[config.mk]
export PLATFORM = sky130hd
export DESIGN_NAME = rtc_mmio
export DESIGN_NICKNAME = d
export VERILOG_FILES = /design/src/rtl/rtc_pkg.sv /design/src/rtl/rtc_divider.sv /design/src/rtl/rtc_timekeeper.sv /design/src/rtl/rtc_stopwatch.sv /design/src/rtl/rtc_mmio.sv
export SDC_FILE = /design/constraint.sdc
export NUM_CORES = 1
export LEC_CHECK = 0
export ABC_AREA = 1
export ABC_CLOCK_PERIOD_IN_PS = 1800
export BUFFER_PORTS_ARGS = -buffer_cell sky130_fd_sc_hd__buf_2
export CAP_MARGIN = 20
export CORE_MARGIN = 2
export CORE_UTILIZATION = 54
export CTS_BUF_LIST = sky130_fd_sc_hd__clkbuf_16
export DETAILED_ROUTE_END_ITERATION = 10
export GPL_ROUTABILITY_DRIVEN = 0
export MAX_ROUTING_LAYER = met4
export PLACE_DENSITY = 0.78
export SKIP_CTS_REPAIR_TIMING = 1
export SYNTH_ARGS = -nofsm -noshare
export SYNTH_HDL_FRONTEND = slang
export SYNTH_SLANG_ARGS = --single-unit
[constraint.sdc]
create_clock -name clk -period 1.8 [get_ports clk]
set_input_delay 0.18 -clock clk [delete_from_list [all_inputs] [get_ports clk]]
set_output_delay 0.18 -clock clk [all_outputs]
set_load 0.01 [all_outputs]
[src/rtl/rtc_pkg.sv]
package rtc_pkg;
  typedef struct packed {
    logic [14:0] day;
    logic [4:0]  hour;
    logic [5:0]  min;
    logic [5:0]  sec;
  } rtc_time_t;

  // word indices (byte offset / 4)
  localparam int IDX_TIME  = 0;
  localparam int IDX_IEN   = 1;
  localparam int IDX_ISTAT = 2;
  localparam int IDX_SWC   = 3;
  localparam int IDX_ALARM = 4;
  localparam int IDX_PREN  = 5;

  localparam int EVT_SW     = 0;
  localparam int EVT_ALARM  = 1;
  localparam int EVT_SEC    = 2;
  localparam int EVT_MIN    = 3;
  localparam int EVT_COUNT  = 4;
endpackage

[src/rtl/rtc_divider.sv]
module rtc_divider #(
  parameter int TICKS_PER_SEC = 32768
) (
  input  logic clk,
  input  logic rst_n,
  input  logic en,
  output logic tick
);
  localparam int CW = (TICKS_PER_SEC > 1) ? $clog2(TICKS_PER_SEC) : 1;
  localparam logic [CW-1:0] LAST = CW'(TICKS_PER_SEC - 1);

  logic [CW-1:0] cnt_q;

  always_ff @(posedge clk) begin
    if (!rst_n)                    cnt_q <= '0;
    else if (!en || cnt_q == LAST) cnt_q <= '0;
    else                           cnt_q <= cnt_q + 1'b1;
  end

  assign tick = en && (cnt_q == LAST);

  generate
    if (TICKS_PER_SEC >= 2) begin : g_gap

      tick_gap_chk: assert property (@(posedge clk) disable iff (!rst_n)
        tick |=> !tick);
    end
  endgenerate
endmodule

[src/rtl/rtc_timekeeper.sv]
module rtc_timekeeper
  import rtc_pkg::*;
(
  input  logic      clk,
  input  logic      rst_n,
  input  logic      tick,
  input  logic      load,
  input  rtc_time_t load_val,
  output rtc_time_t time_q,
  output rtc_time_t time_nxt,
  output logic      min_evt
);
  always_comb begin
    time_nxt = time_q;
    if (time_q.sec >= 6'd59) begin
      time_nxt.sec = '0;
      if (time_q.min >= 6'd59) begin
        time_nxt.min = '0;
        if (time_q.hour >= 5'd23) begin
          time_nxt.hour = '0;
          time_nxt.day  = time_q.day + 15'd1;
        end else begin
          time_nxt.hour = time_q.hour + 5'd1;
        end
      end else begin
        time_nxt.min = time_q.min + 6'd1;
      end
    end else begin
      time_nxt.sec = time_q.sec + 6'd1;
    end
  end

  always_ff @(posedge clk) begin
    if (!rst_n)    time_q <= '0;
    else if (load) time_q <= load_val;
    else if (tick) time_q <= time_nxt;
  end

  assign min_evt = tick && !load && (time_q.sec >= 6'd59);


  hold_without_tick_chk: assert property (@(posedge clk) disable iff (!rst_n)
    (!tick && !load) |=> $stable(time_q));

  sec_range_chk: assert property (@(posedge clk) disable iff (!rst_n)
    (tick && !load) |=> (time_q.sec <= 6'd59 && time_q.min <= 6'd59));
endmodule

[src/rtl/rtc_stopwatch.sv]
module rtc_stopwatch #(
  parameter int SW_W = 16
) (
  input  logic            clk,
  input  logic            rst_n,
  input  logic            tick,
  input  logic            load,
  input  logic [SW_W-1:0] load_val,
  output logic [SW_W-1:0] cnt_q,
  output logic            zero_evt
);
  localparam logic [SW_W-1:0] ONE = SW_W'(1);

  always_ff @(posedge clk) begin
    if (!rst_n)                     cnt_q <= '0;
    else if (load)                  cnt_q <= load_val;
    else if (tick && cnt_q != '0)   cnt_q <= cnt_q - ONE;
  end

  assign zero_evt = tick && !load && (cnt_q == ONE);


  no_count_up_chk: assert property (@(posedge clk) disable iff (!rst_n)
    !load |=> (cnt_q <= $past(cnt_q)));
endmodule

[src/rtl/rtc_mmio.sv]
module rtc_mmio
  import rtc_pkg::*;
#(
  parameter int TICKS_PER_SEC = 32768,
  parameter int ADDR_W        = 5,
  parameter int REG16_W       = 16
) (
  input  logic              clk,
  input  logic              rst_n,
  input  logic              bus_wr_en,
  input  logic [ADDR_W-1:0] bus_addr,
  input  logic [31:0]       bus_wdata,
  output logic [31:0]       bus_rdata,
  output logic              irq
);
  localparam int IDX_W = ADDR_W - 2;

  logic [IDX_W-1:0]   word_idx;
  logic               wr_time, wr_ien, wr_istat, wr_swc, wr_alarm, wr_pren;
  logic [REG16_W-1:0] ien_q, pren_q;
  logic [31:0]        alarm_q;
  logic [EVT_COUNT-1:0] istat_q, evt_set, evt_clr;
  logic               tick, min_evt, sw_zero;
  rtc_time_t          time_q, time_nxt;
  logic [REG16_W-1:0] swc_q;

  assign word_idx = bus_addr[ADDR_W-1:2];
  assign wr_time  = bus_wr_en && (int'(word_idx) == IDX_TIME);
  assign wr_ien   = bus_wr_en && (int'(word_idx) == IDX_IEN);
  assign wr_istat = bus_wr_en && (int'(word_idx) == IDX_ISTAT);
  assign wr_swc   = bus_wr_en && (int'(word_idx) == IDX_SWC);
  assign wr_alarm = bus_wr_en && (int'(word_idx) == IDX_ALARM);
  assign wr_pren  = bus_wr_en && (int'(word_idx) == IDX_PREN);

  rtc_divider #(.TICKS_PER_SEC(TICKS_PER_SEC)) u_div (
    .clk(clk), .rst_n(rst_n), .en(pren_q[0]), .tick(tick)
  );

  rtc_timekeeper u_time (
    .clk(clk), .rst_n(rst_n), .tick(tick), .load(wr_time),
    .load_val(rtc_time_t'(bus_wdata)), .time_q(time_q),
    .time_nxt(time_nxt), .min_evt(min_evt)
  );

  rtc_stopwatch #(.SW_W(REG16_W)) u_sw (
    .clk(clk), .rst_n(rst_n), .tick(tick), .load(wr_swc),
    .load_val(bus_wdata[REG16_W-1:0]), .cnt_q(swc_q), .zero_evt(sw_zero)
  );

  always_ff @(posedge clk) begin
    if (!rst_n) begin
      ien_q   <= '0;
      pren_q  <= '0;
      alarm_q <= '0;
    end else begin
      if (wr_ien)   ien_q   <= bus_wdata[REG16_W-1:0];
      if (wr_pren)  pren_q  <= bus_wdata[REG16_W-1:0];
      if (wr_alarm) alarm_q <= bus_wdata;
    end
  end

  always_comb begin
    evt_set = '0;
    evt_set[EVT_SW]    = sw_zero;
    evt_set[EVT_ALARM] = tick && !wr_time && (time_nxt == rtc_time_t'(alarm_q));
    evt_set[EVT_SEC]   = tick;
    evt_set[EVT_MIN]   = min_evt;
  end

  assign evt_clr = wr_istat ? bus_wdata[EVT_COUNT-1:0] : '0;

  always_ff @(posedge clk) begin
    if (!rst_n) istat_q <= '0;
    else        istat_q <= (istat_q & ~evt_clr) | evt_set;
  end

  assign irq = |(istat_q & ien_q[EVT_COUNT-1:0]);

  always_comb begin
    case (int'(word_idx))
      IDX_TIME:  bus_rdata = time_q;
      IDX_IEN:   bus_rdata = 32'(ien_q);
      IDX_ISTAT: bus_rdata = 32'(istat_q);
      IDX_SWC:   bus_rdata = 32'(swc_q);
      IDX_ALARM: bus_rdata = alarm_q;
      IDX_PREN:  bus_rdata = 32'(pren_q);
      default:   bus_rdata = '0;
    endcase
  end


  sticky_status_chk: assert property (@(posedge clk) disable iff (!rst_n)
    1'b1 |=> ((istat_q & $past(istat_q & ~evt_clr)) == $past(istat_q & ~evt_clr)));

  irq_masked_chk: assert property (@(posedge clk) disable iff (!rst_n)
    (ien_q[EVT_COUNT-1:0] == '0) |-> !irq);

  alarm_needs_tick_chk: assert property (@(posedge clk) disable iff (!rst_n)
    (!$past(tick) && !$past(wr_istat)) |-> (istat_q[EVT_ALARM] == $past(istat_q[EVT_ALARM])));
endmodule

==> impl_metrics.env <==
export IMPL_status="finished, violations left"
export IMPL_violations="setup timing"
export IMPL_finalMaxSlewViolations=0
export IMPL_coreArea_sq_um=13400
export IMPL_drtAntennaViolNets=0
export IMPL_multiInputGateArea_sq_um=4860
export IMPL_synth_edff_count=0
export IMPL_rsz0062_at_grt="true"
export IMPL_ys_ff_latch=131
export IMPL_p_switching_mw=1.94
export IMPL_crit_fanout=8
export IMPL_grt_max_degree=65
export IMPL_period_share_pct=119
export IMPL_fillCellCount=772
export IMPL_viasPerCell=6.27
export IMPL_hold_start="bus_wdata[29]"
export IMPL_combPwrFrac_pct=13.1
export IMPL_synthFlopType="dfxtp_1"
export IMPL_drive_above_1_share_pct=36.0
export IMPL_cts_root_buf="clkbuf_16"
export IMPL_port_buffers=70
export IMPL_wl_per_cell_um=19.2
export IMPL_fin_setup_tns_ps=-2570
export IMPL_ys_seq_area_share_pct=35.1
export IMPL_synthCells=1132
export IMPL_p_seq_share_pct=41.9
export IMPL_synth_area_leaders="dfxtp_1 35%, nand2_1 13%, nor2_1 6.8%, inv_1 6.2%, a21oi_1 6.2%"
export IMPL_hp_class="in -> reg"
export IMPL_drtIter0Drc=1468
export IMPL_area_growth_pct=45.5
export IMPL_cts_num_sinks=131
export IMPL_hold_violations=0
export IMPL_avgSynthCellArea_sq_um=6.60
export IMPL_synth_top_area_share_pct=35.1
export IMPL_pwr_share_clk_pct=45.1
export IMPL_post_synth_top_area_cell="dfxtp_1"
export IMPL_r2r_start="u_time.time_q[0]"
export IMPL_htreeDepth=4
export IMPL_setup_viol=34
export IMPL_die_area_sq_um=14800
export IMPL_path_class="reg -> reg"
export IMPL_yosysMostFrequentCell="nand2_1"
export IMPL_die_width_um=122
export IMPL_critPathCaptureType="flip-flop"
export IMPL_worstPathArrival_ps=2510
export IMPL_p_total_mw=7.25
export IMPL_num_antenna_cells=0
export IMPL_p_per_area_nw_per_um2=667
export IMPL_grt_pass1_vias=8365
export IMPL_clk_pin_slew_worst_paths_ps=60
export IMPL_period_minus_slack_ps=2140
export IMPL_synth_area_sq_um=7470
export IMPL_async_flop_share_pct=0
export IMPL_route_vias_total=9805
export IMPL_required_ps=2170
export IMPL_track_usage_pct=36.0
export IMPL_p_int_mw=5.31
export IMPL_grt_pass1_wl_um=40400
export IMPL_insertion_delay_ps=430
export IMPL_io_pins=73
export IMPL_cp_start_kind="flip-flop"
export IMPL_setup_slack_ps=-335
export IMPL_drc=0
export IMPL_synth_warnings=0
export IMPL_grt_overflow=0
export IMPL_synth_cell_types=45
export IMPL_yosys_top_cells_count="258 x nand2_1, 135 x nor2_1, 131 x dfxtp_1"
export IMPL_holdWs_ps=7.28
export IMPL_cts_tree="built"
export IMPL_final_setup_skew_ps=8.30
export IMPL_hpwl_um=18200
export IMPL_post_place_ws_ps=-345
export IMPL_timing_max_cap_violations=0
export IMPL_vdd_drop_max_v=0.000653
export IMPL_fp_dieH_um=122
export IMPL_cp_startpoint="u_time.time_q[0]"
export IMPL_numCtsBuffers=17
export IMPL_drtPass1Iterations=6
export IMPL_leakagePower_nw=4.63
export IMPL_regArea_sq_um=2650
export IMPL_cts_path_max_buffers=2
export IMPL_fmax_mhz=468
export IMPL_worst_pin_slew_ps=440
export IMPL_slew_headroom_pct=70.7
export IMPL_antenna_found_initial=0
export IMPL_synth_nets=1179
export IMPL_postRouteWirelength_um=29900
export IMPL_start_util_pct=55.7
export IMPL_p_sw_share_pct=26.8
export IMPL_nets=1424
export IMPL_row_count=42
[worst paths after layout]
kind | end | slack (ps) | depth (start not counted)
worst max-delay path | istat_q[1] | -340 | 14
worst min-delay path | u_time.time_q[29] | 7 | 3
worst max register to register | istat_q[1] | -340 | 14
worst min register to register | u_div.cnt_q[14] | 460 | 2
[state kept, by name, summed over array words and instances, names as in the netlist]
| register | flops |
|---|---|
| alarm_q | 32 |
| u_time.time_q | 32 |
| ien_q | 16 |
| pren_q | 16 |
| u_sw.cnt_q | 16 |
| u_div.cnt_q | 15 |
| istat_q | 4 |
[cell type report]
cell class,instances,share of cell area [%]
tap,176,2.03
timing repair buffer,276,19.4
clock inverter,12,0.933
sequential,131,24.4
multi-input combinational,820,44.7
inverter,131,4.64
clock buffer,17,3.92
[cell usage in the layout (no fill, tap or decap), drive strengths merged, types with 3 or more instances in the layout]
cell and instances:
a31oi 13, clkinv 9, nand4 18, dfxtp 131, nand3 95, o22ai 31
nand2 262, a22oi 11, a221oi 26, xor2 14, buf 276, a21oi 94
nor2 140, nor3 10, clkbuf 17, nor4 3, inv 132, o221ai 9
ha 7, nor3b 3, o21ai 75
[critical path: stages (launching register included)]
cell	delay (ps)
dfxtp_2	360
ha_4	160
nor2_2	50
nor2_4	170
buf_6	170
nand2_1	70
nand2_1	70
nand2_1	70
nand2_1	110
nand4_1	230
nor2_4	170
nand2_1	100
nor2_1	120
nand3_1	90
a21oi_2	130
[metal layers]
| layer | global-route usage (%) | part of all wire, % |
|---|---|---|
| met1 | 44.9 | 36 |
| met2 | 57.2 | 46 |
| met3 | 7.68 | 11 |
| met4 | 14.7 | 6.1 |
| met5 | - | 0 |
[logic make-up after synthesis]
logic type / synth area share (%)
buffers and inverters: 9.75
xor gates and xnor gates: 1.88
and+or+nand+nor: 31.0
AOI/OAI and AO/OA: 21.1
DFF: 35.1
adders and majority gates: 1.17
[metrics by stage]
step                cell area, sq um  util [%]  instances
detailed placement              9380      70.0       1514
floorplan                       7530         -       1132
global placement                9380      70.0       1514
CTS                             9900      73.9       1543
finish                         10900      81.1       1563
global route                   10900      81.1       1563
[power by group through the flow]
stage / Sequential, mW / Clock (mW) / Combinational, mW
global route: 3.04 / 3.37 / 1.00
detailed placement: 3.08 / 0 / 0.785
CTS: 3.02 / 3.24 / 0.795
finish: 3.03 / 3.26 / 0.947
floorplan: 3.07 / 0 / 0.419
global placement: 3.08 / 0 / 0.768
No activity file was read; power rests on OpenSTA's default activity.
